<file path="src/rtl/irq_pkg.sv">
package irq_pkg;
  localparam int ADDR_W = 20;
  localparam int WORD_W = 16;
  localparam int IF_BIT = 9;
  localparam int TF_BIT = 8;
  localparam int OF_BIT = 11;
  localparam logic [7:0] VEC_DIV = 8'h00;
  localparam logic [7:0] VEC_NMI = 8'h02;
  localparam logic [7:0] VEC_OVF = 8'h04;

  typedef enum logic [1:0] {SRC_NONE, SRC_INT, SRC_NMI, SRC_EXT} src_t;

  typedef enum logic [3:0] {
    S_IDLE, S_PUSH_F, S_PUSH_CS, S_PUSH_IP, S_RD_OFF, S_RD_SEG,
    S_POP_IP, S_POP_CS, S_POP_F, S_LOAD
  } seq_t;

  function automatic logic [ADDR_W-1:0] phys_addr(input logic [WORD_W-1:0] seg,
                                                  input logic [WORD_W-1:0] off);
    return {seg, 4'h0} + {4'h0, off};
  endfunction

  function automatic logic [ADDR_W-1:0] table_addr(input logic [7:0] vec, input logic hi);
    return {10'h000, vec, hi, 1'b0};
  endfunction

  function automatic logic [WORD_W-1:0] entry_flags(input logic [WORD_W-1:0] f);
    logic [WORD_W-1:0] r;
    r = f;
    r[IF_BIT] = 1'b0;
    r[TF_BIT] = 1'b0;
    return r;
  endfunction
endpackage

</file>
<file path="src/rtl/irq_nmi_qual.sv">
module irq_nmi_qual #(
  parameter int HOLD = 4
) (
  input  logic clk,
  input  logic rst_n,
  input  logic nmi_i,
  input  logic take_i,
  output logic pend_o,
  output logic set_o
);
  localparam int CW = $clog2(HOLD + 1);

  logic [CW-1:0] cnt_q;
  logic          armed_q;

  assign set_o = nmi_i && armed_q && (cnt_q == CW'(HOLD));

  always_ff @(posedge clk) begin
    if (!rst_n) begin
      cnt_q   <= '0;
      armed_q <= 1'b1;
      pend_o  <= 1'b0;
    end else begin
      if (take_i) pend_o <= 1'b0;
      if (!nmi_i) begin
        cnt_q   <= '0;
        armed_q <= 1'b1;
      end else if (armed_q) begin
        if (set_o) begin
          pend_o  <= 1'b1;
          armed_q <= 1'b0;
          cnt_q   <= '0;
        end else begin
          cnt_q <= cnt_q + 1'b1;
        end
      end
    end
  end
endmodule

</file>
<file path="src/rtl/irq_arbiter.sv">
module irq_arbiter import irq_pkg::*; (
  input  logic       boundary_i,
  input  logic       busy_i,
  input  logic       div_fault_i,
  input  logic       ovf_trap_i,
  input  logic       of_flag_i,
  input  logic       sw_req_i,
  input  logic [7:0] sw_vec_i,
  input  logic       iret_i,
  input  logic       nmi_pend_i,
  input  logic       ext_inhibit_i,
  input  logic       intr_req_i,
  input  logic       if_flag_i,
  input  logic [7:0] intr_vec_i,
  output logic       take_ent_o,
  output logic       take_ret_o,
  output logic       take_nmi_o,
  output src_t       src_o,
  output logic [7:0] vec_o
);
  always_comb begin
    take_ent_o = 1'b0;
    take_ret_o = 1'b0;
    take_nmi_o = 1'b0;
    src_o      = SRC_NONE;
    vec_o      = 8'h00;
    if (boundary_i && !busy_i) begin
      if (div_fault_i) begin
        take_ent_o = 1'b1; src_o = SRC_INT; vec_o = VEC_DIV;
      end else if (ovf_trap_i && of_flag_i) begin
        take_ent_o = 1'b1; src_o = SRC_INT; vec_o = VEC_OVF;
      end else if (sw_req_i) begin
        take_ent_o = 1'b1; src_o = SRC_INT; vec_o = sw_vec_i;
      end else if (iret_i) begin
        take_ret_o = 1'b1;
      end else if (nmi_pend_i && !ext_inhibit_i) begin
        take_ent_o = 1'b1; take_nmi_o = 1'b1; src_o = SRC_NMI; vec_o = VEC_NMI;
      end else if (intr_req_i && if_flag_i && !ext_inhibit_i) begin
        take_ent_o = 1'b1; src_o = SRC_EXT; vec_o = intr_vec_i;
      end
    end
  end
endmodule

</file>
<file path="src/rtl/irq_seq_fsm.sv">
module irq_seq_fsm import irq_pkg::*; (
  input  logic              clk,
  input  logic              rst_n,
  input  logic              start_ent_i,
  input  logic              start_ret_i,
  input  logic [7:0]        vec_i,
  input  logic [WORD_W-1:0] flags_i,
  input  logic [WORD_W-1:0] cs_i,
  input  logic [WORD_W-1:0] ip_i,
  input  logic [WORD_W-1:0] ss_i,
  input  logic [WORD_W-1:0] sp_i,
  output logic              mem_req_o,
  output logic              mem_we_o,
  output logic [ADDR_W-1:0] mem_addr_o,
  output logic [WORD_W-1:0] mem_wdata_o,
  input  logic              mem_ack_i,
  input  logic [WORD_W-1:0] mem_rdata_i,
  output logic              busy_o,
  output logic              load_o,
  output logic              ret_mode_o,
  output logic [WORD_W-1:0] new_cs_o,
  output logic [WORD_W-1:0] new_ip_o,
  output logic [WORD_W-1:0] new_flags_o,
  output logic [WORD_W-1:0] new_sp_o
);
  seq_t              st_q;
  logic [7:0]        vec_q;
  logic [WORD_W-1:0] ss_q, sp_q, flags_q, cs_q, ip_q;
  logic [WORD_W-1:0] tgt_ip_q, tgt_cs_q, tgt_flags_q;
  logic              ret_q;

  assign busy_o      = (st_q != S_IDLE);
  assign load_o      = (st_q == S_LOAD);
  assign ret_mode_o  = ret_q;
  assign new_cs_o    = tgt_cs_q;
  assign new_ip_o    = tgt_ip_q;
  assign new_flags_o = tgt_flags_q;
  assign new_sp_o    = sp_q;

  always_comb begin
    mem_req_o   = 1'b0;
    mem_we_o    = 1'b0;
    mem_addr_o  = '0;
    mem_wdata_o = '0;
    case (st_q)
      S_PUSH_F, S_PUSH_CS, S_PUSH_IP: begin
        mem_req_o  = 1'b1;
        mem_we_o   = 1'b1;
        mem_addr_o = phys_addr(ss_q, sp_q - 16'd2);
        mem_wdata_o = (st_q == S_PUSH_F) ? flags_q : (st_q == S_PUSH_CS) ? cs_q : ip_q;
      end
      S_RD_OFF: begin mem_req_o = 1'b1; mem_addr_o = table_addr(vec_q, 1'b0); end
      S_RD_SEG: begin mem_req_o = 1'b1; mem_addr_o = table_addr(vec_q, 1'b1); end
      S_POP_IP, S_POP_CS, S_POP_F: begin
        mem_req_o  = 1'b1;
        mem_addr_o = phys_addr(ss_q, sp_q);
      end
      default: ;
    endcase
  end

  always_ff @(posedge clk) begin
    if (!rst_n) begin
      st_q <= S_IDLE;
      vec_q <= '0;
      ss_q <= '0; sp_q <= '0; flags_q <= '0; cs_q <= '0; ip_q <= '0;
      tgt_ip_q <= '0; tgt_cs_q <= '0; tgt_flags_q <= '0;
      ret_q <= 1'b0;
    end else begin
      case (st_q)
        S_IDLE: begin
          if (start_ent_i) begin
            vec_q <= vec_i; ss_q <= ss_i; sp_q <= sp_i;
            flags_q <= flags_i; cs_q <= cs_i; ip_q <= ip_i;
            tgt_flags_q <= entry_flags(flags_i);
            ret_q <= 1'b0;
            st_q  <= S_PUSH_F;
          end else if (start_ret_i) begin
            ss_q <= ss_i; sp_q <= sp_i;
            ret_q <= 1'b1;
            st_q  <= S_POP_IP;
          end
        end
        S_PUSH_F:  if (mem_ack_i) begin sp_q <= sp_q - 16'd2; st_q <= S_PUSH_CS; end
        S_PUSH_CS: if (mem_ack_i) begin sp_q <= sp_q - 16'd2; st_q <= S_PUSH_IP; end
        S_PUSH_IP: if (mem_ack_i) begin sp_q <= sp_q - 16'd2; st_q <= S_RD_OFF; end
        S_RD_OFF:  if (mem_ack_i) begin tgt_ip_q <= mem_rdata_i; st_q <= S_RD_SEG; end
        S_RD_SEG:  if (mem_ack_i) begin tgt_cs_q <= mem_rdata_i; st_q <= S_LOAD; end
        S_POP_IP:  if (mem_ack_i) begin tgt_ip_q <= mem_rdata_i; sp_q <= sp_q + 16'd2; st_q <= S_POP_CS; end
        S_POP_CS:  if (mem_ack_i) begin tgt_cs_q <= mem_rdata_i; sp_q <= sp_q + 16'd2; st_q <= S_POP_F; end
        S_POP_F:   if (mem_ack_i) begin tgt_flags_q <= mem_rdata_i; sp_q <= sp_q + 16'd2; st_q <= S_LOAD; end
        default:   st_q <= S_IDLE;
      endcase
    end
  end
endmodule

</file>
<file path="src/rtl/irq_entry_seq.sv">
module irq_entry_seq import irq_pkg::*; #(
  parameter int NMI_HOLD = 4
) (
  input  logic              clk,
  input  logic              rst_n,
  input  logic              boundary_i,
  input  logic              ss_write_i,
  input  logic              nmi_i,
  input  logic              intr_req_i,
  input  logic [7:0]        intr_vec_i,
  input  logic              sw_req_i,
  input  logic [7:0]        sw_vec_i,
  input  logic              div_fault_i,
  input  logic              ovf_trap_i,
  input  logic              iret_i,
  input  logic [WORD_W-1:0] flags_i,
  input  logic [WORD_W-1:0] cs_i,
  input  logic [WORD_W-1:0] ip_i,
  input  logic [WORD_W-1:0] ss_i,
  input  logic [WORD_W-1:0] sp_i,
  output logic              mem_req_o,
  output logic              mem_we_o,
  output logic [ADDR_W-1:0] mem_addr_o,
  output logic [WORD_W-1:0] mem_wdata_o,
  input  logic              mem_ack_i,
  input  logic [WORD_W-1:0] mem_rdata_i,
  output logic              accept_o,
  output logic [7:0]        accept_vec_o,
  output logic              busy_o,
  output logic              load_o,
  output logic [WORD_W-1:0] new_cs_o,
  output logic [WORD_W-1:0] new_ip_o,
  output logic [WORD_W-1:0] new_flags_o,
  output logic [WORD_W-1:0] new_sp_o
);
  // Named internal events, brought out for the bound checker.
  logic nmi_pend, nmi_set, take_nmi, take_ret;
  logic ss_shadow, ext_inhibit, ret_mode;
  src_t acc_src;

  always_ff @(posedge clk) begin
    if (!rst_n)               ss_shadow <= 1'b0;
    else if (ss_write_i)      ss_shadow <= !boundary_i;
    else if (boundary_i)      ss_shadow <= 1'b0;
  end
  assign ext_inhibit = ss_shadow || ss_write_i;

  irq_nmi_qual #(.HOLD(NMI_HOLD)) nmi_q_i (
    .clk(clk), .rst_n(rst_n), .nmi_i(nmi_i), .take_i(take_nmi),
    .pend_o(nmi_pend), .set_o(nmi_set)
  );

  irq_arbiter arb_i (
    .boundary_i(boundary_i), .busy_i(busy_o),
    .div_fault_i(div_fault_i), .ovf_trap_i(ovf_trap_i), .of_flag_i(flags_i[OF_BIT]),
    .sw_req_i(sw_req_i), .sw_vec_i(sw_vec_i), .iret_i(iret_i),
    .nmi_pend_i(nmi_pend), .ext_inhibit_i(ext_inhibit),
    .intr_req_i(intr_req_i), .if_flag_i(flags_i[IF_BIT]), .intr_vec_i(intr_vec_i),
    .take_ent_o(accept_o), .take_ret_o(take_ret), .take_nmi_o(take_nmi),
    .src_o(acc_src), .vec_o(accept_vec_o)
  );

  irq_seq_fsm seq_i (
    .clk(clk), .rst_n(rst_n),
    .start_ent_i(accept_o), .start_ret_i(take_ret), .vec_i(accept_vec_o),
    .flags_i(flags_i), .cs_i(cs_i), .ip_i(ip_i), .ss_i(ss_i), .sp_i(sp_i),
    .mem_req_o(mem_req_o), .mem_we_o(mem_we_o), .mem_addr_o(mem_addr_o),
    .mem_wdata_o(mem_wdata_o), .mem_ack_i(mem_ack_i), .mem_rdata_i(mem_rdata_i),
    .busy_o(busy_o), .load_o(load_o), .ret_mode_o(ret_mode),
    .new_cs_o(new_cs_o), .new_ip_o(new_ip_o), .new_flags_o(new_flags_o), .new_sp_o(new_sp_o)
  );
endmodule

</file>
<file path="config.mk">
export PLATFORM = sky130hd
export DESIGN_NAME = irq_entry_seq
export DESIGN_NICKNAME = d
export VERILOG_FILES = /design/src/rtl/irq_pkg.sv /design/src/rtl/irq_nmi_qual.sv /design/src/rtl/irq_arbiter.sv /design/src/rtl/irq_seq_fsm.sv /design/src/rtl/irq_entry_seq.sv
export SDC_FILE = /design/constraint.sdc
export NUM_CORES = 1
export LEC_CHECK = 0
export BUFFER_PORTS_ARGS = -buffer_cell sky130_fd_sc_hd__buf_4
export CORE_UTILIZATION = 32
export DETAILED_ROUTE_END_ITERATION = 8
export GPL_TIMING_DRIVEN = 0
export PLACE_DENSITY_LB_ADDON = 0.3
export SETUP_SLACK_MARGIN = 0.5
export SKIP_CTS_REPAIR_TIMING = 1
export SYNTH_ARGS = -nofsm -noshare
export SYNTH_HDL_FRONTEND = slang
export SYNTH_SLANG_ARGS = --single-unit
</file>
<file path="constraint.sdc">
create_clock -name clk -period 7.5 [get_ports clk]
set_input_delay 1.125 -clock clk [delete_from_list [all_inputs] [get_ports clk]]
set_output_delay 1.125 -clock clk [all_outputs]
set_load 0.02 [all_outputs]
</file>
==> summary.md, run 1 <==
| Metric | Value |
|---|---|
| CP Capture Type | `primary output` |
| Hold Worst Slack | `0.453 ns` |
| Width of the die | `158 µm` |
| Mapped Area | `7790 µm²` |
| Die span in y | `158 µm` |
| DR pass1 iterations | `5` |
| Clk slew on worst S/H paths | `0.07 ns` |
| Fin crit share | `77.9%` |
| Final Skew | `0.0129 ns` |
| Total track usage | `23.0%` |
| DRC violation count after routing | `0` |
| CP Max Fanout | `10` |
| Critical path's slowest cell | `a21oi_2` |
| Mapped Cells | `1031` |
| Hold depth | `2` |
| Clk sinks | `146` |
| Nets | `1424` |
| Max H-tree Level | `4` |
| Overall via count from detail_route | `8249` |
| Critical Path Stages | `17` |
| Final ANT Viol Nets | `0` |
| Vias in the first global route | `7782` |
| Asr flop ratio synth | `0%` |
| CP peak stage delay | `0.42 ns` |
| Starting DRT DRC Count | `523` |
| CP required | `6.38 ns` |
| Maximum VDD drop | `0.000194 V` |
| Yosys warnings | `0` |
| TNS Setup | `0 ns` |
| Post-synth top flop | `dfxtp_1` |
| Final Hold Fails | `0` |
| P_leak | `4.46 nW` |
| Startpoint types | `flop` |
| Vias per cell | `5.11` |
| Post-synth EDFFs | `0` |
| Initial core utilization | `32.9%` |
| IO Pins | `236` |
| Maximum clock frequency | `0.171 GHz` |
| Seq/Total Area, Yosys | `37.5%` |
| Max_cap viols | `0` |
| Grt ovf | `0` |
| Synth area leader | `dfxtp_1` |
| Yosys top cell area share | `37.5%` |
| RSZ-0062 raised after global routing | `false` |
| # diodes | `0` |
| Post-synth cell types | `77` |
| WP buf/inv | `5` |
| Max Slew Vio Count | `0` |
| Final critical-path required period | `5.84 ns` |
| GPL Wtd Cong | `0.887` |
| PD cells | `388 nW/µm²` |
| Worst Tran Pin Value | `0.874 ns` |
| Status | `completed` |
| Top-count cell post-synth | `nand2_1` |
| Root Driver | `clkbuf_16` |
| First-pass GRT wire length | `43.3 mm` |
| Synth cell count leaders | `nand2_1, dfxtp_1, a21oi_1, nor2_1, clkbuf_1` |
| Crit path max-delay family | `buffers and inverters` |
| Worst-case reg-to-reg path depth | `9` |
| Rows | `56` |
| Initial antenna violation count | `0` |
| Max_slew headroom | `41.3%` |
| Die Footprint | `25000 µm²` |
| Worst skew pair latency | `0.43 ns` |
| Deepest clock path buffer count | `2` |
| Area delta synth->final | `34.9%` |
| Yosys reg bits | `146` |
| Avg Inst Size Synth | `7.55 µm²` |
| Routed WL per cell | `17.8 µm` |
| Pin count of the biggest net entering global routing | `17` |
| Ranking of synthesized cells by area | `dfxtp_1, nand2_1, a21oi_1, nor2_1, ha_1` |
| Most frequent CP cell | `buf_2` |
| Syn nets | `1172` |
| CTS tree | `done` |
| Drt total wl | `28.7 mm` |
| Hold Crit Class | `flop to flop` |
| Crit-path cells | `buf_2 -> nor2b_1 -> a21oi_2 -> buf_2 -> buf_2 -> nand3b_1 -> xnor2_1 -> ha_1 -> inv_1 -> fa_1 -> nor2b_1 -> o31a_1 -> o31a_1 -> o31ai_1 -> or3_1 -> a21oi_1 -> buf_4` |
| Proportion of layout cells with a drive suffix above 1 | `25.8%` |
| Port-buffer cells | `233` |
| Cts bufs inserted | `17` |
| Worst EP arrival | `4.72 ns` |
| Critical path type | `flop to primary output` |
| Core footprint | `23700 µm²` |
| Count of final setup violators | `0` |
| Post-DP HPWL | `22.4 mm` |
cell type report:
| class | count | area [µm²] |
|---|---|---|
| clock inverters | 12 | 124 |
| well taps | 319 | 399 |
| plain buffers | 73 | 362 |
| clock buffers | 20 | 447 |
| multi-input cells | 797 | 4440 |
| repair buffers | 233 | 1750 |
| inverters | 15 | 61.3 |
| flip-flops and latches | 146 | 2920 |
| fillers | 2491 | 13200 |
worst paths after layout:
path                                        start                  to  slack [ns]
worst max register to register  seq_i.new_sp_o[1]  seq_i.new_sp_o[13]        4.83
worst max-delay path                seq_i.st_q[3]      mem_addr_o[18]        1.66
worst min-delay path                seq_i.ip_q[1]       seq_i.ip_q[1]        0.45
worst min register to register      seq_i.ip_q[1]       seq_i.ip_q[1]        0.45
layout by cell type (no fill, tap or decap), types with 21 or more instances in the layout:
cell,count
a21oi_1,136
o21ai_0,31
nand3_1,24
buf_4,239
a22oi_1,25
clkbuf_1,39
dfxtp_1,146
nand2_1,266
nor2_1,87
buf_2,21
where the power goes:
| group | total [mW] | switching, mW | leakage [nW] | internal (mW) |
|---|---|---|---|---|
| sequential | 1.01 | 0.0949 | 1.19 | 0.911 |
| clock | 0.836 | 0.363 | 0.278 | 0.474 |
| combinational | 2.23 | 1.35 | 2.99 | 0.881 |
sequential cells by signal, summed over array words and instances, names as in the netlist:
| register | flops |
|---|---|
| seq_i.new_flags_o | 16 |
| ss_shadow | 1 |
| seq_i.cs_q | 16 |
| seq_i.new_sp_o | 16 |
| seq_i.flags_q | 16 |
| seq_i.new_ip_o | 16 |
| nmi_q_i.cnt_q | 3 |
| seq_i.vec_q | 8 |
| seq_i.st_q | 4 |
| seq_i.ip_q | 16 |
| seq_i.ss_q | 16 |
| nmi_q_i.armed_q | 1 |
| nmi_q_i.pend_o | 1 |
| seq_i.new_cs_o | 16 |
worst reg2reg max path: cells and delay by family (launching register included):
family                     cells  cell delay, ns
AOI/OAI and AO/OA              2            0.50
xor gates and xnor gates       1            0.09
adders and majority gates      1            0.32
buffers and inverters          2            0.38
DFF                            1            0.34
and+or+nand+nor                3            0.94
per-layer routing:
| layer | wire [µm] | track usage, % |
|---|---|---|
| met1 | 13300 | 31.5 |
| met3 | 1490 | 3.64 |
| met5 | 0 | 0 |
| met2 | 13200 | 36.5 |
| met4 | 709 | 7.74 |
logic make-up (layout without fill, tap and decap cells):
family,Yosys count,count (layout),synth area share [%]
compound gates,282,282,23.0
xor+xnor,29,29,3.26
mux,18,18,2.59
flops,146,146,37.5
simple gates,449,449,25.1
buf+inv,88,353,5.43
fa+ha+maj,19,19,3.12
stage by stage:
step	util, %	total power, mW	cells	instance area [µm²]	setup WS [ns]
CTS	44.4	4.08	1615	10500	1.73
floorplan	-	2.53	1031	7790	2.82
global placement	42.0	3.23	1583	9940	2.19
detailed placement	42.0	3.24	1583	9940	2.21
finish	44.4	4.07	1615	10500	1.66
global route	44.4	4.34	1615	10500	1.44
Power figures use the tool's default switching activity.
==> run 2: changes to the inputs <==
- clock period: 7.5 -> 5.55 ns (I/O delays scaled with it)
==> summary.md, run 2 (synthesis gave the netlist of run 1 again) <==
| Metric | Value |
|---|---|
| Status | `completed` |
| Grt ovf | `0 (unchanged)` |
| Rows | `56 (unchanged)` |
| Clk sinks | `146 (unchanged)` |
| Worst EP arrival | `4.08 ns (-0.64 ns)` |
| Clk slew on worst S/H paths | `0.07 ns (about the same)` |
| PD cells | `524 nW/µm² (+35%)` |
| Final critical-path required period | `4.91 ns` |
| Cts bufs inserted | `17 (unchanged)` |
| Max H-tree Level | `4 (unchanged)` |
| Max Slew Vio Count | `0 (unchanged)` |
| Placed inst area | `9940 µm² (unchanged)` |
| CP required | `4.72 ns (-1.66 ns)` |
| Max_cap viols | `0 (unchanged)` |
| CP Max Fanout | `10 (unchanged)` |
| Hold depth | `2 (unchanged)` |
| Storage element area | `2920 µm² (unchanged)` |
| Die Footprint | `25000 µm² (unchanged)` |
| # diodes | `0 (unchanged)` |
| Fillers | `2476 (-0.60%)` |
| Vias in the first global route | `7782 (unchanged)` |
| Proportion of layout cells with a drive suffix above 1 | `27.1% (+1.2 points)` |
| Final Power | `5.57 mW (+37%)` |
| Post-DP HPWL | `22.4 mm (unchanged)` |
| Initial core utilization | `32.9% (unchanged)` |
| Root Driver | `clkbuf_16` |
| Crit-path cells | `buf_4 -> nor2b_4 -> a21oi_4 -> buf_6 -> buf_6 -> nand3b_1 -> xnor2_2 -> ha_2 -> inv_1 -> fa_1 -> nor2b_2 -> o31a_1 -> o31a_1 -> o31ai_4 -> or3_1 -> a21oi_1 -> buf_4` |
| Hold Path Origin | `seq_i.ip_q[1]` |
| Port-buffer cells | `233 (unchanged)` |
| Final ANT Viol Nets | `0 (unchanged)` |
| Worst Hold Endpoint | `seq_i.ip_q[1]` |
| Nets | `1429 (+0.35%)` |
| Worst-case reg-to-reg path depth | `9 (unchanged)` |
| Worst skew pair latency | `0.42 ns (about the same)` |
| Starting DRT DRC Count | `590 (+13%)` |
| DR pass1 iterations | `7 (+2)` |
| CP peak stage delay | `0.44 ns (+0.02 ns)` |
| Routed WL per cell | `17.8 µm (+0.25%)` |
| Setup slack, reg-to-reg | `3.12 ns (-1.71 ns)` |
| Commonest non-fill, non-tap cells in the layout | `nand2_1, buf_4, dfxtp_1` |
| Worst Tran Pin Value | `0.906 ns (+0.0314 ns)` |
| Multi-input logic area | `4520 µm² (+1.7%)` |
| CP Capture Type | `primary output` |
| Drt total wl | `28.9 mm (+0.56%)` |
| TNS Setup | `0 ns (unchanged)` |
| Deepest clock path buffer count | `2 (unchanged)` |
| Final Cell Area | `10600 µm² (+1.3%)` |
| DRC violation count after routing | `0 (unchanged)` |
| Final Skew | `0.0119 ns (-0.000968 ns)` |
| Startpoint types | `flop` |
| Overall via count from detail_route | `8327 (+0.95%)` |
| Maximum clock frequency | `0.204 GHz` |
| Pin count of the biggest net entering global routing | `17 (unchanged)` |
| FF-to-FF End | `seq_i.new_sp_o[13]` |
| Max_slew headroom | `39.1% (-2.1 points)` |
| GPL Wtd Cong | `0.887 (unchanged)` |
| CTS tree | `done` |
| Fin crit share | `88.5%` |
| Maximum VDD drop | `0.000266 V (+37%)` |
| Count of final setup violators | `0 (unchanged)` |
| Final core utilization | `44.9% (+0.55 points)` |
| Most common cell after layout, fill and taps aside | `nand2_1` |
| Die span in y | `158 µm (unchanged)` |
| P_leak | `4.50 nW (+1.0%)` |
| IO Pins | `236 (unchanged)` |
| Critical path type | `flop to primary output` |
| Initial antenna violation count | `0 (unchanged)` |
| Width of the die | `158 µm (unchanged)` |
| Critical path's slowest cell | `fa_1` |
| RSZ-0062 raised after global routing | `false` |
| Core footprint | `23700 µm² (unchanged)` |
| Final Hold Fails | `0 (unchanged)` |
| First-pass GRT wire length | `43.3 mm (unchanged)` |
| Vias per cell | `5.14 (+0.63%)` |
| Total track usage | `23.0% (unchanged)` |
| Hold Crit Class | `flop to flop` |
| Critical R2R Launch | `seq_i.new_sp_o[1]` |
| Area delta synth->final | `36.6%` |
==> run 2: cell count changes in the layout (fill, tap and decap cells not counted), sizes merged <==
cell / change
clkbuf: +1
buf: +4
==> run 2: stage by stage <==
stage               hold WS [ns]  setup slack (ns)  cells
finish                     0.453             0.638   1620
global route               0.473             0.516   1620
CTS                        0.455            0.0732   1615
detailed placement         0.446             0.549   1583
global placement           0.438             0.530   1583
floorplan                  0.433              1.16   1031
==> run 2: routing by layer <==
layer  up-vias  global-route usage, %  wire length, µm
met3        39                   3.64             1610
met4         0                   7.74              656
met2       322                   36.5            13400
met1      3863                   31.5            13200
li1       4103                      -                -
met5         -                      0                0
==> run 2: cell type report <==
| type | count | share of cell area (%) |
|---|---|---|
| well taps | 319 | 3.75 |
| clock inverters | 12 | 1.16 |
| inverters | 15 | 0.600 |
| repair buffers | 238 | 16.8 |
| plain buffers | 73 | 3.56 |
| multi-input cells | 797 | 42.5 |
| flip-flops and latches | 146 | 27.5 |
| clock buffers | 20 | 4.20 |
==> run 2: report_power, final <==
part	switching, mW	internal (mW)	total, mW
Clock	0.491	0.640	1.13
Combinational	1.85	1.23	3.08
Sequential	0.131	1.23	1.36
Total	2.47	3.10	5.57
==> run 2: how the worst max path moves through the flow <==
stage / from / endpoint / slack [ns] / cells past startpoint
after floorplan: seq_i.new_sp_o[1] / mem_addr_o[18] / 1.16 / 14
after global placement: seq_i.st_q[3] / mem_addr_o[18] / 0.53 / 17
after detailed placement: seq_i.st_q[2] / mem_addr_o[18] / 0.55 / 17
after CTS: seq_i.st_q[3] / mem_addr_o[18] / 0.07 / 17
after global routing: seq_i.st_q[2] / mem_addr_o[18] / 0.52 / 17
final: seq_i.st_q[2] / mem_addr_o[18] / 0.64 / 17
==> run 2: critical path, delay by kind of cell, from the launching register on <==
kind / cells / cell delay, ns
compound gates: 5 / 0.93
simple gates: 4 / 0.79
buf+inv: 5 / 0.74
fa+ha+maj: 2 / 0.66
flops: 1 / 0.37
xor+xnor: 1 / 0.17
